### config.mk
export PLATFORM = sky130hd
export DESIGN_NAME = smc_cmd_ctrl
export DESIGN_NICKNAME = d
export VERILOG_FILES = /design/src/rtl/smc_pkg.sv /design/src/rtl/smc_deframer.sv /design/src/rtl/smc_regfile.sv /design/src/rtl/smc_reply.sv /design/src/rtl/smc_cmd_ctrl.sv
export SDC_FILE = /design/constraint.sdc
export NUM_CORES = 1
export LEC_CHECK = 0
export BUFFER_PORTS_ARGS = -buffer_cell sky130_fd_sc_hd__buf_2
export CELL_PAD_IN_SITES_DETAIL_PLACEMENT = 2
export CELL_PAD_IN_SITES_GLOBAL_PLACEMENT = 2
export CORE_MARGIN = 8
export CORE_UTILIZATION = 31
export DETAILED_ROUTE_END_ITERATION = 16
export GPL_TIMING_DRIVEN = 0
export PLACE_DENSITY = 0.67
export SETUP_SLACK_MARGIN = 0.15
export SYNTH_ARGS = -nofsm -noshare
export SYNTH_HDL_FRONTEND = slang
export SYNTH_SLANG_ARGS = --single-unit
### constraint.sdc
create_clock -name clk -period 1.9 [get_ports clk]
set_clock_uncertainty 0.05 [all_clocks]
set_input_delay 0.285 -clock clk [delete_from_list [all_inputs] [get_ports clk]]
set_output_delay 0.285 -clock clk [all_outputs]
set_load 0.01 [all_outputs]
### src/rtl/smc_pkg.sv
package smc_pkg;

  localparam logic [6:0] FRAME_MARK = 7'b1100111;
  localparam logic [3:0] FRAME_END  = 4'b0000;

  typedef enum logic [2:0] {
    OP_CLR = 3'b000,
    OP_SET = 3'b001,
    OP_DEF = 3'b010,
    OP_WR  = 3'b011,
    OP_ADC = 3'b100
  } op_e;

  // Power-on value of register idx
  function automatic logic [7:0] reg_default(int unsigned idx);
    case (idx)
      0:       return 8'h00;  // shunt select: lowest voltage
      1, 2:    return 8'h03;  // regulator selects
      3:       return 8'h0F;  // ADC step tune
      4:       return 8'h08;  // alarm delay tune
      default: return 8'h00;
    endcase
  endfunction

  // Next value of one register for an operation
  function automatic logic [7:0] reg_next(logic [2:0] op, logic [7:0] data,
                                          logic [7:0] dflt, logic [7:0] cur);
    case (op)
      OP_CLR:  return 8'h00;
      OP_SET:  return 8'hFF;
      OP_DEF:  return dflt;
      OP_WR:   return data;
      default: return cur;
    endcase
  endfunction

endpackage

### src/rtl/smc_deframer.sv
module smc_deframer #(
  parameter int W = 32
) (
  input  logic       clk,
  input  logic       rst_n,
  input  logic       bit_i,
  input  logic       bit_vld_i,
  output logic       frame_vld_o,
  output logic [4:0] chip_o,
  output logic [4:0] reg_o,
  output logic [2:0] op_o,
  output logic [7:0] data_o
);
  import smc_pkg::*;

  localparam int FW = $clog2(W + 1);

  logic [W-1:0]  win_q, win_next;
  logic [FW-1:0] fill_q;
  logic          frame_hit;
  logic          vld_q;

  assign win_next  = {win_q[W-2:0], bit_i};
  assign frame_hit = bit_vld_i && (fill_q >= FW'(W - 1)) &&
                     (win_next[W-1:W-7] == FRAME_MARK) &&
                     (win_next[3:0] == FRAME_END);

  always_ff @(posedge clk or negedge rst_n) begin
    if (!rst_n) begin
      win_q  <= '0;
      fill_q <= '0;
      vld_q  <= 1'b0;
    end else begin
      vld_q <= frame_hit;
      if (bit_vld_i) begin
        win_q <= win_next;
        if (frame_hit)                  fill_q <= '0;
        else if (fill_q != FW'(W - 1))  fill_q <= fill_q + 1'b1;
      end
    end
  end

  assign frame_vld_o = vld_q;
  assign chip_o      = win_q[24:20];
  assign reg_o       = win_q[19:15];
  assign op_o        = win_q[14:12];
  assign data_o      = win_q[11:4];

  // a full word needs W new bits, so two frames never touch
  assert_frame_gap_R1: assert property (@(posedge clk) disable iff (!rst_n)
    frame_vld_o |=> !frame_vld_o);
  assert_frame_src_R10: assert property (@(posedge clk) disable iff (!rst_n)
    frame_vld_o |-> $past(bit_vld_i));

endmodule

### src/rtl/smc_regfile.sv
module smc_regfile #(
  parameter int NREG = 20
) (
  input  logic              clk,
  input  logic              rst_n,
  input  logic              wr_en_i,
  input  logic [4:0]        addr_i,
  input  logic [2:0]        op_i,
  input  logic [7:0]        data_i,
  output logic [NREG*8-1:0] regs_o
);
  import smc_pkg::*;

  logic [7:0] regs_q [NREG];

  for (genvar g = 0; g < NREG; g++) begin : g_reg
    always_ff @(posedge clk or negedge rst_n) begin
      if (!rst_n)
        regs_q[g] <= reg_default(g);
      else if (wr_en_i && addr_i == 5'(g))
        regs_q[g] <= reg_next(op_i, data_i, reg_default(g), regs_q[g]);
    end
    assign regs_o[g*8 +: 8] = regs_q[g];
  end

  assert_hold_R7: assert property (@(posedge clk) disable iff (!rst_n)
    !wr_en_i |=> $stable(regs_o));
  assert_write_R3: assert property (@(posedge clk) disable iff (!rst_n)
    (wr_en_i && op_i == OP_WR) |=> regs_q[$past(addr_i)] == $past(data_i));
  assert_clear_R4: assert property (@(posedge clk) disable iff (!rst_n)
    (wr_en_i && op_i == OP_CLR) |=> regs_q[$past(addr_i)] == 8'h00);
  assert_set_R5: assert property (@(posedge clk) disable iff (!rst_n)
    (wr_en_i && op_i == OP_SET) |=> regs_q[$past(addr_i)] == 8'hFF);

endmodule

### src/rtl/smc_reply.sv
module smc_reply #(
  parameter int DW   = 8,
  parameter int ADCW = 6
) (
  input  logic            clk,
  input  logic            rst_n,
  input  logic            load_i,
  input  logic [ADCW-1:0] adc_i,
  output logic            sdo_o,
  output logic            sdo_oe_o
);
  localparam int CW = $clog2(DW);

  logic [DW-1:0] sh_q;
  logic [CW-1:0] cnt_q;
  logic          oe_q;
  logic          reply_start;

  assign reply_start = load_i && !oe_q;

  always_ff @(posedge clk or negedge rst_n) begin
    if (!rst_n) begin
      sh_q  <= '0;
      cnt_q <= '0;
      oe_q  <= 1'b0;
    end else if (reply_start) begin
      sh_q  <= DW'(adc_i);
      cnt_q <= '0;
      oe_q  <= 1'b1;
    end else if (oe_q) begin
      if (cnt_q == CW'(DW - 1)) begin
        oe_q <= 1'b0;
      end else begin
        cnt_q <= cnt_q + 1'b1;
        sh_q  <= {sh_q[DW-2:0], 1'b0};
      end
    end
  end

  assign sdo_o    = oe_q & sh_q[DW-1];
  assign sdo_oe_o = oe_q;

  assert_oe_start_R12: assert property (@(posedge clk) disable iff (!rst_n)
    $rose(sdo_oe_o) |-> $past(load_i));
  assert_oe_len_R11: assert property (@(posedge clk) disable iff (!rst_n)
    (sdo_oe_o && cnt_q != CW'(DW - 1)) |=> sdo_oe_o);
  assert_pad_R11: assert property (@(posedge clk) disable iff (!rst_n)
    ($rose(sdo_oe_o) && DW > ADCW) |-> !sdo_o);

endmodule

### src/rtl/smc_cmd_ctrl.sv
module smc_cmd_ctrl #(
  parameter int NREG = 20,
  parameter int ADCW = 6
) (
  input  logic              clk,
  input  logic              rst_n,
  input  logic [4:0]        chip_id_i,
  input  logic              sdi_i,
  input  logic              sdi_vld_i,
  input  logic [ADCW-1:0]   adc_code_i,
  output logic              sdo_o,
  output logic              sdo_oe_o,
  output logic [NREG*8-1:0] cfg_o,
  output logic [3:0]        shunt_vsel_o,
  output logic [3:0]        ldo_a_vsel_o,
  output logic [3:0]        ldo_b_vsel_o,
  output logic [3:0]        adc_step_o,
  output logic [3:0]        alarm_dly_o
);
  import smc_pkg::*;

  localparam int WORD_W = 32;

  logic       frame_vld;
  logic [4:0] f_chip, f_reg;
  logic [2:0] f_op;
  logic [7:0] f_data;
  logic       chip_ok, addr_ok, cmd_accept, reg_wr, adc_load;

  smc_deframer #(.W(WORD_W)) deframer_i (
    .clk(clk), .rst_n(rst_n), .bit_i(sdi_i), .bit_vld_i(sdi_vld_i),
    .frame_vld_o(frame_vld), .chip_o(f_chip), .reg_o(f_reg),
    .op_o(f_op), .data_o(f_data)
  );

  assign chip_ok    = (f_chip == chip_id_i);
  assign addr_ok    = (32'(f_reg) < NREG);
  assign cmd_accept = frame_vld && chip_ok && addr_ok;
  assign reg_wr     = cmd_accept && (f_op[2] == 1'b0);
  assign adc_load   = cmd_accept && (f_op == OP_ADC);

  smc_regfile #(.NREG(NREG)) regfile_i (
    .clk(clk), .rst_n(rst_n), .wr_en_i(reg_wr), .addr_i(f_reg),
    .op_i(f_op), .data_i(f_data), .regs_o(cfg_o)
  );

  smc_reply #(.DW(8), .ADCW(ADCW)) reply_i (
    .clk(clk), .rst_n(rst_n), .load_i(adc_load), .adc_i(adc_code_i),
    .sdo_o(sdo_o), .sdo_oe_o(sdo_oe_o)
  );

  assign shunt_vsel_o = cfg_o[3:0];
  assign ldo_a_vsel_o = cfg_o[11:8];
  assign ldo_b_vsel_o = cfg_o[19:16];
  assign adc_step_o   = cfg_o[27:24];
  assign alarm_dly_o  = cfg_o[35:32];

  assert_foreign_R8: assert property (@(posedge clk) disable iff (!rst_n)
    (frame_vld && !chip_ok) |=> $stable(cfg_o));
  assert_range_R9: assert property (@(posedge clk) disable iff (!rst_n)
    (frame_vld && !addr_ok) |=> $stable(cfg_o));

endmodule

Yosys cells after proc, flatten, opt, wreduce, memory -nomap -nowiden. Index checks and enable logic that the tools add are counted.

Register bits after elaboration: 210. Bits in latches: 0. RAM bits: 0. Memory bits (read-only): 0. Input port bits: 15. Output and inout port bits: 182. Logic and storage cells: 134. Memories: 0.

Add/subtract/negate cells: 2. Multipliers: 0. Div/mod/pow operators: 0. Order comparisons: 2. Equal/unequal tests: 28. Shift-type cells: 0. Multiplexer cells: 15. Bitwise logic cells: 2. Reductions and logical operators: 59.

Operators with widths (count): one-hot mux 8 bit (4 select lines) (3); AND reduction 2 bit (22); == test 5 x 4 -> 1 bit (second input constant) (8); logical AND 1 bit (28); two-way mux 8 bit (3); one-hot mux 8 bit (3 select lines) (1); == test 5 x 3 -> 1 bit (second input constant) (4); == test 5 bit (second input constant) (4); two-way mux 6 bit (2); == test 5 x 2 -> 1 bit (second input constant) (2); two-way mux 3 bit (3); == test 7 bit (second input constant) (1); adder 6 x 1 -> 6 bit (second input constant) (1); == test 3 x 2 -> 1 bit (second input constant) (2); == test 3 bit (second input constant) (2); >= comparator 6 x 5 -> 1 bit (second input constant) (1); inequality test 6 x 5 -> 1 bit (second input constant) (1); == test 5 x 1 -> 1 bit (second input constant) (1); == test 5 bit (1); logical NOT 5 bit (1); less-than comparator 5 bit (second input constant) (1); logical NOT 4 bit (1); nonzero test 2 bit (2); nonzero test 4 bit (1); 10 further kinds (12).

Depth between registers and ports, before layout. Gate-level depths: netlist of run 1.

Depth in word-level cells: 7. Depth in mapped cells: 6. Mapped depth without buffers: 6.

Hierarchy. A second synthesis of run 1 with hierarchy kept.

Cell total of the unflattened synthesis: 615. Area, all modules: 8934.8 um^2.

By module, submodules not included: smc_regfile (times used 1, cells an instance 400, area each 6313.6 um^2, seq. area each 4015.1 um^2); smc_deframer (times used 1, cells an instance 127, area each 1755.4 um^2, seq. area each 950.9 um^2); smc_reply (times used 1, cells an instance 54, area each 618.1 um^2, seq. area each 300.3 um^2); smc_cmd_ctrl (times used 1, cells an instance 34, area each 247.7 um^2, seq. area each 0.0 um^2).

Worst setup path after synthesis of run 1. No wires, ideal clock.

Path kind: flip-flop to flip-flop. Start point: register deframer_i.win_q[22]. End point: register regfile_i.regs_q (netlist bit regfile_i.regs_o[100]). Library setup time: 0.125 ns. Arrival time: 1.790 ns. Data required time: 1.725 ns. Slack: -0.064 ns. Cell stages (with the launch flop): 6. Path buffers: 1. Period minus slack after synthesis: 1.964 ns. Cell sequence: dfrtp_1 -> xnor2_1 -> nand4_1 -> buf_6 -> nor4b_4 -> mux2_2.

Word-level cells in the longest chain between the ends: 6.

Ends and longest elaborated chain: start, declared (RTL line smc_deframer.sv:18) `logic [W-1:0] win_q, win_next;`; start signal, assigned (RTL line smc_deframer.sv:36) `win_q <= win_next;`; == test 5 bit (RTL line smc_cmd_ctrl.sv:36) `assign chip_ok = (f_chip == chip_id_i);`; logical AND 1 bit (2 in series) (RTL line smc_cmd_ctrl.sv:38) `assign cmd_accept = frame_vld && chip_ok && addr_ok;`; logical AND 1 bit (RTL line smc_cmd_ctrl.sv:39) `assign reg_wr = cmd_accept && (f_op[2] == 1'b0);`; logical AND 1 bit (RTL line smc_regfile.sv:20) `else if (wr_en_i && addr_i == 5'(g))`; AND reduction 2 bit (no line); end signal, assigned by index (RTL line smc_regfile.sv:19) `regs_q[g] <= reg_default(g);`; end signal, assigned by index (RTL line smc_regfile.sv:21) `regs_q[g] <= reg_next(op_i, data_i, reg_default(g), regs_q[g]);`; end, declared (RTL line smc_regfile.sv:14) `logic [7:0] regs_q [NREG];`.

Every way passes these cells. A chain may end at the register's enable or synchronous reset.

Worst setup path in the final report of run 1.
Start point: register deframer_i.win_q[21]. End point: register regfile_i.regs_q (netlist bit regfile_i.regs_o[154]).

The elaborated chain is that of the path after synthesis.

==> results of run 1 <==
## final timing paths
path	slack, ns	endpoint	cells after the start	from
max reg2reg	-0.13	regfile_i.regs_o[154]	7	deframer_i.win_q[21]
min in group asynchronous	0.30	regfile_i.regs_o[20]	2	rst_n
min	0.02	deframer_i.win_q[0]	2	sdi_i
max	-0.13	regfile_i.regs_o[154]	7	deframer_i.win_q[21]
max in group asynchronous	0.43	regfile_i.regs_o[100]	3	rst_n
min reg2reg	0.44	regfile_i.regs_o[26]	2	regfile_i.regs_o[26]
## area by class of cell
cell class / instances / area share [%]
buffer: 44 / 3.01
inverter: 6 / 0.177
clock buffer: 31 / 5.50
multi-input combinational: 330 / 31.9
sequential: 210 / 41.5
tap: 384 / 3.78
timing repair buffer: 255 / 13.5
clock inverter: 13 / 0.611
## layer usage
layer	vias to the layer above	track usage (%)	part of all wire (%)
li1	2673	-	-
met1	3199	20.1	39
met2	198	29.7	49
met3	71	6.94	9.0
met4	2	5.95	3.4
met5	-	0	0.043
## state kept, by name, indices dropped and copies added, names as in the netlist
signal	flops
deframer_i.frame_vld_o	1
reply_i.sh_q	8
deframer_i.win_q	31
regfile_i.regs_o	160
reply_i.sdo_oe_o	1
reply_i.cnt_q	3
deframer_i.fill_q	6
## cells by family after synthesis
kind of cell             count (synthesis)  share of synthesized area, %
XOR/XNOR                                 5                         0.494
multiplexers                           194                          24.6
flip-flops                             210                          59.5
AO/OA/AOI/OAI                           33                          2.78
AND/OR/NAND/NOR                         95                          9.06
adder cells (fa/ha/maj)                  3                         0.424
buffers and inverters                   50                          3.14
## power by group through the flow
stage / Clock, mW / Combinational, mW / Sequential [mW]
floorplan: 0 / 1.65 / 5.10
global placement: 0 / 2.53 / 5.18
detailed placement: 0 / 2.67 / 5.22
CTS: 4.66 / 3.79 / 5.20
global route: 4.84 / 4.23 / 5.28
finish: 4.52 / 3.95 / 5.23
## placed cells by master (no fill, tap or decap), types with 5 or more instances in the layout
master	instances
clkbuf_16	26
nor2b_1	9
clkbuf_4	7
mux2_2	107
nand2b_1	11
buf_4	41
nand4_4	9
nor3_4	5
dfstp_2	9
a221o_1	5
buf_2	196
buf_12	11
clkinv_2	9
buf_6	21
nand4_1	6
and2_1	6
buf_16	5
nor4b_4	8
clkbuf_1	5
dlygate4sd3_1	7
mux2_4	85
nand2_1	14
nor3b_4	5
inv_1	6
clkbuf_8	7
dfrtp_1	197
## critical path, delay by kind of cell (launching register included)
kind / cells / cell delay [ns]
simple gates: 2 / 0.38
flops: 1 / 0.43
buf+inv: 3 / 0.51
mux: 1 / 0.34
xor+xnor: 1 / 0.21
## what timing repair did
| action | CTS | global route |
|---|---|---|
| cloned | 4 | 0 |
| endpoints found under the setup margin | 178 | 177 |
| pin swaps | 40 | 24 |
| setup buffers | 45 | 3 |
| hold endpoints to repair | 80 | 0 |
| gates resized for setup | 200 | 22 |
| hold buffers | 7 | 0 |
==> impl_metrics.yaml, run 1 <==
run_status:
  outcome: "complete, but fails checks"
  violations: "negative setup slack"
critical_path:
  endpoint_kind: "flop"
  critPathSlowestCell: "dfrtp_1"
  critical_path_class: "reg -> reg"
  cp_max_fo: 8
  worstSetupStartpointType: "flop"
  cp.required_ns: 2.26
  slowest_delay_ns: 0.43
  crit_chain: "xnor2_2 -> nand4_1 -> buf_6 -> buf_12 -> nor4b_4 -> buf_12 -> mux2_2"
  cp_common_cell: "buf_12"
  cp.arrival_ns: 2.39
power_and_ir_drop:
  power.density_nw_per_um2: 1080
  p_seq_share_pct: 38.2
  power.switching_mw: 4.68
  power_mw: 13.7
  leakage_nw: 6.81
  swShare_pct: 34.1
  combPwrFrac_pct: 28.8
  p_int_mw: 9.03
  ir_drop_uv: 571
  clockPowerShare_pct: 33.0
synthesis:
  yosys_register_bits: 210
  yosys-top-cells-count: "201 x dfrtp_1, 192 x mux2_2, 20 x buf_4, 16 x clkbuf_1, 15 x nand2_1"
  synth_most_common_cell: "dfrtp_1"
  synthFlopType: "dfrtp_1"
  yosys_warnings: 0
  seq_area_frac_synth_pct: 59.5
  synthCells: 590
  syn_avg_cell_area_um2: 15.0
  ys_types: 47
  syn_area_um2: 8860
  synth_top_area_cell: "dfrtp_1"
  syn_nets: 608
  yosysTopAreaCellShare_pct: 56.8
  ys_async_sr_fraction_pct: 100
  synth_edf_count: 0
  netlist_top_cells_area: "dfrtp_1 57%, mux2_2 24%, dfstp_2 2.7%, buf_4 1.7%, nor4b_4 1.6%"
drt:
  avgRoutedWirePerCell_um: 23.6
  viasPerCell: 4.83
  vias: 6143
  antenna_left: 0
  routed_wl_um: 30100
  first_iter_violations: 208
  drc: 0
  dr.pass1.iters: 4
clocking:
  clkSinkCount: 210
  cts_buffer_depth: 3
  h-tree-depth: 1
  clock-root-buffer: "clkbuf_16"
  cts_made_buffers: 25
  cts_tree: "yes"
  cts.reportedPaths.clkPinSlew_ns: 0.06
  insertion_delay_ns: 0.52
floorplan:
  rows: 62
  fp.dieH_um: 185
  initial_core_util_pct: 31.2
  ios: 197
  die_w_um: 185
  die_area_um2: 34200
  core_um2: 28400
finish:
  seq_area_um2: 5270
  antenna_cells: 0
  final_nets: 890
  multi_input_area_um2: 4050
  drive_gt1_share_pct: 67.4
  stdcell_count: 1273
  nFillCells: 2774
  area_delta_synth_final_pct: 43.5
  post-route-cell-area_um2: 12700
  final_util_pct: 44.7
global_route:
  globalRouteOverflowTotal: 0
  grt_pass1_wl_um: 46400
  gr-usage-all-layers_pct: 17.6
  grt_pass1_vias: 7314
  antenna_found_initial: 1
  grt_max_degree: 128
timing:
  rsz0062_at_grt: "true"
  fmax_mhz: 492
  maxSlewViolCount: 0
  hold_viol_final: 0
  holdWs_ns: 0.0174
  worstMarginPinSlew_ns: 0.737
  fin_crit_sh_pct: 107
  max-slew-margin-rel_pct: 50.9
  finalSetupViolCount: 168
  worst_slack_ns: -0.132
  min_period_ns: 2.03
  finalSetupTns_ns: -12.67
placed_design:
  io_buffers: 195
  place_ws_ns: -0.678
  placed_area_um2: 10400
  placed_cells: 1170
  place.gp.congestion: 0.816
  dp_hpwl_um: 19200
run:
  cap_viol_max_count: 0
hold_path:
  hold_path_class: "in -> reg"
(Power assumes the default switching activity.)
==> run 2, diff against run 1 <==
Settings changed: ABC_AREA set to 1, CORE_UTILIZATION 31 to 30, PLACE_DENSITY 0.67 to 0.72.
==> impl_metrics.yaml, run 2 <==
floorplan:
  rows: 65
  die_area_um2: 38000
  die_w_um: 195
  initial_core_util_pct: 30.5
  ios: 197
  core_um2: 31600
  fp.dieH_um: 195
global_route:
  antenna_found_initial: 0
  grt_pass1_vias: 9948
  globalRouteOverflowTotal: 0
  grt_pass1_wl_um: 59700
  gr-usage-all-layers_pct: 19.6
  grt_max_degree: 81
finish:
  final_nets: 1370
  final_common_cell: "nand2_1"
  antenna_cells: 0
  final_cell_mix: "305 x nand2_1, 200 x buf_2, 197 x dfrtp_1"
  largest_reg_flops: 160
  drive_gt1_share_pct: 41.0
  area_delta_synth_final_pct: 38.9
power_and_ir_drop:
  power.density_nw_per_um2: 882
  ir_drop_uv: 626
  clockPowerShare_pct: 42.5
  leakage_nw: 7.14
  p_int_mw: 8.18
  p_seq_share_pct: 40.7
  swShare_pct: 30.6
  power.switching_mw: 3.60
  combPwrFrac_pct: 16.8
clocking:
  clkSinkCount: 210
  h-tree-depth: 1
  insertion_delay_ns: 0.53
  cts.reportedPaths.clkPinSlew_ns: 0.06
  clock-root-buffer: "clkbuf_16"
  cts_tree: "yes"
  cts_made_buffers: 26
  cts_buffer_depth: 3
timing:
  finalSetupTns_ns: 0
  min_period_ns: 1.79
  hold_viol_final: 0
  finalSetupViolCount: 0
  worstMarginPinSlew_ns: 0.599
  max-slew-margin-rel_pct: 60.1
  fmax_mhz: 558
  rsz0062_at_grt: "true"
  maxSlewViolCount: 0
  fin_crit_sh_pct: 94.3
  worst_slack_ns: 0.109
drt:
  first_iter_violations: 450
  viasPerCell: 5.19
  avgRoutedWirePerCell_um: 22.4
  vias: 9212
  dr.pass1.iters: 5
  antenna_left: 0
  routed_wl_um: 39700
  drc: 0
synthesis:
  yosys_warnings: 0
  synth_most_common_cell: "nand2_1"
  netlist_top_cells_area: "dfrtp_1 52%, nand2_1 16%, nand4_1 11%, buf_4 2.8%, dfstp_2 2.5%"
  synth_edf_count: 0
  synthFlopType: "dfrtp_1"
  yosys_register_bits: 210
  yosysTopAreaCellShare_pct: 52.3
  ys_types: 32
  seq_area_frac_synth_pct: 54.8
  syn_nets: 1088
  synth_top_area_cell: "dfrtp_1"
  syn_avg_cell_area_um2: 8.98
  yosys-top-cells-count: "417 x nand2_1, 201 x dfrtp_1, 163 x nand4_1, 42 x nand3_1, 36 x buf_4"
  ys_async_sr_fraction_pct: 100
  syn_area_um2: 9610
  synthCells: 1070
critical_path:
  worstSetupStartpointType: "flop"
  cp.required_ns: 2.27
  cp.arrival_ns: 2.16
  reg2regPathDepth: 8
  cp_max_fo: 8
  r2r_slack_ns: 0.11
  critical_path_class: "reg -> reg"
  reg2reg_from: "deframer_i.win_q[17]"
  endpoint_kind: "flop"
  startpoint: "deframer_i.win_q[17]"
  crit_end: "regfile_i.regs_o[135]"
  r2r-end: "regfile_i.regs_o[135]"
placed_design:
  dp_hpwl_um: 26100
  place_ws_ns: -0.252
  io_buffers: 195
  place.gp.congestion: 0.790
run:
  cap_viol_max_count: 0
run_status:
  outcome: "complete, no violations"
hold_path:
  hold_path_class: "in -> reg"
## run 2: kinds of logic after synthesis
family | share of synthesized area [%]
AOI/OAI and AO/OA | 2.15
xor gates and xnor gates | 0.456
buffers and inverters | 6.38
and+or+nand+nor | 35.7
DFF | 54.8
adders and majority gates | 0.391
muxes | 0.117
## run 2: routing by layer
metal | part of all wire (%) | vias up | global-route usage (%) | routed length, µm
met5 | 0 | - | 0 | 0
met4 | 3.4 | 0 | 5.45 | 1340
met3 | 5.5 | 79 | 3.99 | 2200
met2 | 49 | 231 | 33.1 | 19500
met1 | 42 | 4716 | 25.3 | 16700
li1 | - | 4186 | - | -
## run 2: worst min path at each step
stage	end	slack (ns)	from	cells after the start
finish	deframer_i.win_q[26]	0.08	sdi_vld_i	3
CTS	deframer_i.win_q[26]	0.06	sdi_vld_i	3
detailed placement	regfile_i.regs_o[60]	0.21	rst_n	1
floorplan	deframer_i.fill_q[0]	-0.06	rst_n	0
global route	deframer_i.win_q[26]	0.1	sdi_vld_i	3
global placement	regfile_i.regs_o[106]	0.40	regfile_i.regs_o[106]	2
## run 2: final cells by class
cell class                      count  area (µm²)
Buffer                             80         696
Clock inverter                      7        60.1
Fill cell                        3499       18200
Clock buffer                       41         798
Sequential cell                   210        5270
Tap cell                          402         503
Timing Repair Buffer              254        1600
Inverter                           36         135
Multi-Input combinational cell    744        4290
## run 2: repair_timing
action / in CTS / in global routing
buffers inserted: 30 / 15
endpoints found under the hold margin: 62 / 0
cloned: 2 / 2
pin swaps: 22 / 18
hold buffers: 8 / 0
gates resized for setup: 81 / 170
setup endpoints to repair: 179 / 175
## run 2: power groups by stage
stage	sequential, mW	combinational (mW)	clock (mW)
floorplan	4.82	0.937	0
global placement	4.86	1.52	0
detailed placement	4.87	1.59	0
CTS	4.79	1.83	5.10
global route	4.82	2.10	5.28
finish	4.80	1.97	5.01
## run 2: critical path, cell delays in order, from the launching register on
cell and delay (ns):
dfrtp_2 0.47, o21ai_4 0.18, nand3_2 0.11, nor2_4 0.14, buf_12 0.18, clkbuf_16 0.19
nand3_4 0.14, nand2_1 0.12, nand2_1 0.08
## run 2: through the flow
stage	utilization [%]	instance area, µm²	power [mW]	std cells	hold slack, ns
after floorplan	-	9610	5.76	1070	-0.0606
after global placement	35.1	11100	6.38	1667	0.400
after detailed placement	35.4	11200	6.46	1669	0.208
after CTS	40.3	12700	11.7	1757	0.0641
after global routing	42.3	13400	12.2	1774	0.0964
final	42.3	13400	11.8	1774	0.0758
==> run 3, diff against run 2 <==
--- a/config.mk
+++ b/config.mk
@@ -15,2 +15,3 @@
 export GPL_TIMING_DRIVEN = 0
+export HOLD_SLACK_MARGIN = 0.02
 export PLACE_DENSITY = 0.72
==> constraint.sdc (replaced) <==
create_clock -name clk -period 1.9 [get_ports clk]
set_clock_uncertainty 0.05 [all_clocks]
set_input_delay 0.19 -clock clk [delete_from_list [all_inputs] [get_ports clk]]
set_output_delay 0.19 -clock clk [all_outputs]
set_load 0.01 [all_outputs]
==> impl_metrics.yaml, run 3 (synthesized netlist as in run 2, its figures left out) <==
drt:
  viasPerCell: 5.20
  vias: 9228
  drc: 0
  dr.pass1.iters: 4
  wirelength_met1_um: 16800
  avgRoutedWirePerCell_um: 22.3
  wl_met2_um: 19500
  routed.top_layer: "met4"
  met3_length_um: 2080
  routed_wl_um: 39700
  first_iter_violations: 456
  antenna_left: 0
critical_path:
  r2r_slack_ns: 0.12
  cp_max_fo: 10
  cp.arrival_ns: 2.20
  cp.required_ns: 2.32
  critical_path_class: "reg -> reg"
  critPathSlowestCell: "dfrtp_1"
  endpoint_kind: "flop"
  critical_path_buf_inv_count: 4
  worstSetupStartpointType: "flop"
  crit_chain: "inv_2 -> buf_6 -> buf_4 -> buf_2 -> nand4_1 -> nand2_1"
  crit_family: "buffers and inverters"
  slowest_delay_ns: 0.48
finish:
  largest_reg_flops: 160
  final_nets: 1371
  drive_gt1_share_pct: 40.9
  final_util_pct: 42.4
  seq_area_um2: 5270
  stdcell_count: 1775
  multi_input_area_um2: 4290
  final_common_cell: "nand2_1"
  antenna_cells: 0
  post-route-cell-area_um2: 13400
  area_delta_synth_final_pct: 39.0
  final_cell_mix: "305 x nand2_1, 200 x buf_2, 197 x dfrtp_1"
  nFillCells: 3498
clocking:
  clkSinkCount: 210
  cts_tree: "yes"
  h-tree-depth: 1
  cts_made_buffers: 26
  insertion_delay_ns: 0.53
  cts_buffer_depth: 3
  cts.reportedPaths.clkPinSlew_ns: 0.06
  clock-root-buffer: "clkbuf_16"
placed_design:
  placed_area_um2: 11200
  io_buffers: 195
  placed_cells: 1669
  dp_hpwl_um: 26100
  place.gp.congestion: 0.790
timing:
  fin_crit_sh_pct: 93.8
  holdWs_ns: 0.132
  worstMarginPinSlew_ns: 0.608
  finalSetupViolCount: 0
  maxSlewViolCount: 0
  hold_viol_final: 0
  max-slew-margin-rel_pct: 59.5
  finalSetupTns_ns: 0
  fmax_mhz: 561
  min_period_ns: 1.78
  rsz0062_at_grt: "true"
power_and_ir_drop:
  power.density_nw_per_um2: 880
  power.switching_mw: 3.59
  ir_drop_uv: 626
  swShare_pct: 30.5
  p_seq_share_pct: 40.8
  p_int_mw: 8.18
  leakage_nw: 7.15
  combPwrFrac_pct: 16.8
  clockPowerShare_pct: 42.5
global_route:
  gr-usage-all-layers_pct: 19.6
  grt_max_degree: 81
  grt_pass1_vias: 9951
  antenna_found_initial: 0
  globalRouteOverflowTotal: 0
  grt_pass1_wl_um: 59800
floorplan:
  core_um2: 31600
  die_area_um2: 38000
  die_w_um: 195
  initial_core_util_pct: 30.5
  rows: 65
  ios: 197
  fp.dieH_um: 195
hold_path:
  hold_path_class: "in -> async"
run_status:
  outcome: "complete, no violations"
run:
  cap_viol_max_count: 0
run 3: area by class of cell:
type,count,share of cell area (%)
plain buffers,80,5.21
well taps,402,3.76
repair buffers,255,12.1
multi-input cells,744,32.1
inverters,36,1.01
flip-flops and latches,210,39.4
clock buffers,41,5.97
clock inverters,7,0.449
run 3: metrics by stage:
stage               total power, mW  setup slack (ns)
CTS                            11.7            0.0845
finish                         11.8             0.117
detailed placement             6.46            -0.252
global placement               6.38             -3.34
floorplan                      5.76             0.172
global route                   12.2           -0.0168
run 3: final timing paths:
kind	start	cells past startpoint	end
setup reg to reg	deframer_i.win_q[14]	6	regfile_i.regs_o[135]
hold / removal	rst_n	2	regfile_i.regs_o[60]
max in group asynchronous	rst_n	3	regfile_i.regs_o[16]
setup / recovery	deframer_i.win_q[14]	6	regfile_i.regs_o[135]
hold reg to reg	regfile_i.regs_o[16]	2	regfile_i.regs_o[16]
min in group clk	chip_id_i[1]	7	reply_i.cnt_q[0]
run 3: power groups by stage:
stage          clock network, mW  logic (mW)  registers, mW
6_report                    5.00        1.97           4.80
2_1_floorplan                  0       0.937           4.82
3_5_place_dp                   0        1.59           4.87
4_1_cts                     5.10        1.83           4.79
3_3_place_gp                   0        1.52           4.86
5_1_grt                     5.28        2.11           4.82
run 3: layer usage:
layer | vias up | track usage (%)
met5 | - | 0
met4 | 0 | 5.45
met3 | 76 | 3.95
met2 | 222 | 33.1
met1 | 4741 | 25.3
li1 | 4189 | -
run 3: what timing repair did:
item / 4_1_cts / 5_1_grt
gates cloned: 2 / 2
hold buffers: 9 / 0
setup endpoints to repair: 179 / 175
pin swaps: 22 / 18
resized for setup: 81 / 170
buffers inserted: 30 / 15
endpoints found under the hold margin: 63 / 0
run 3: worst reg2reg max path: stages, from the launching register on:
cell,delay [ns]
dfrtp_1,0.48
inv_2,0.13
buf_6,0.22
buf_4,0.25
buf_2,0.29
nand4_1,0.18
nand2_1,0.13
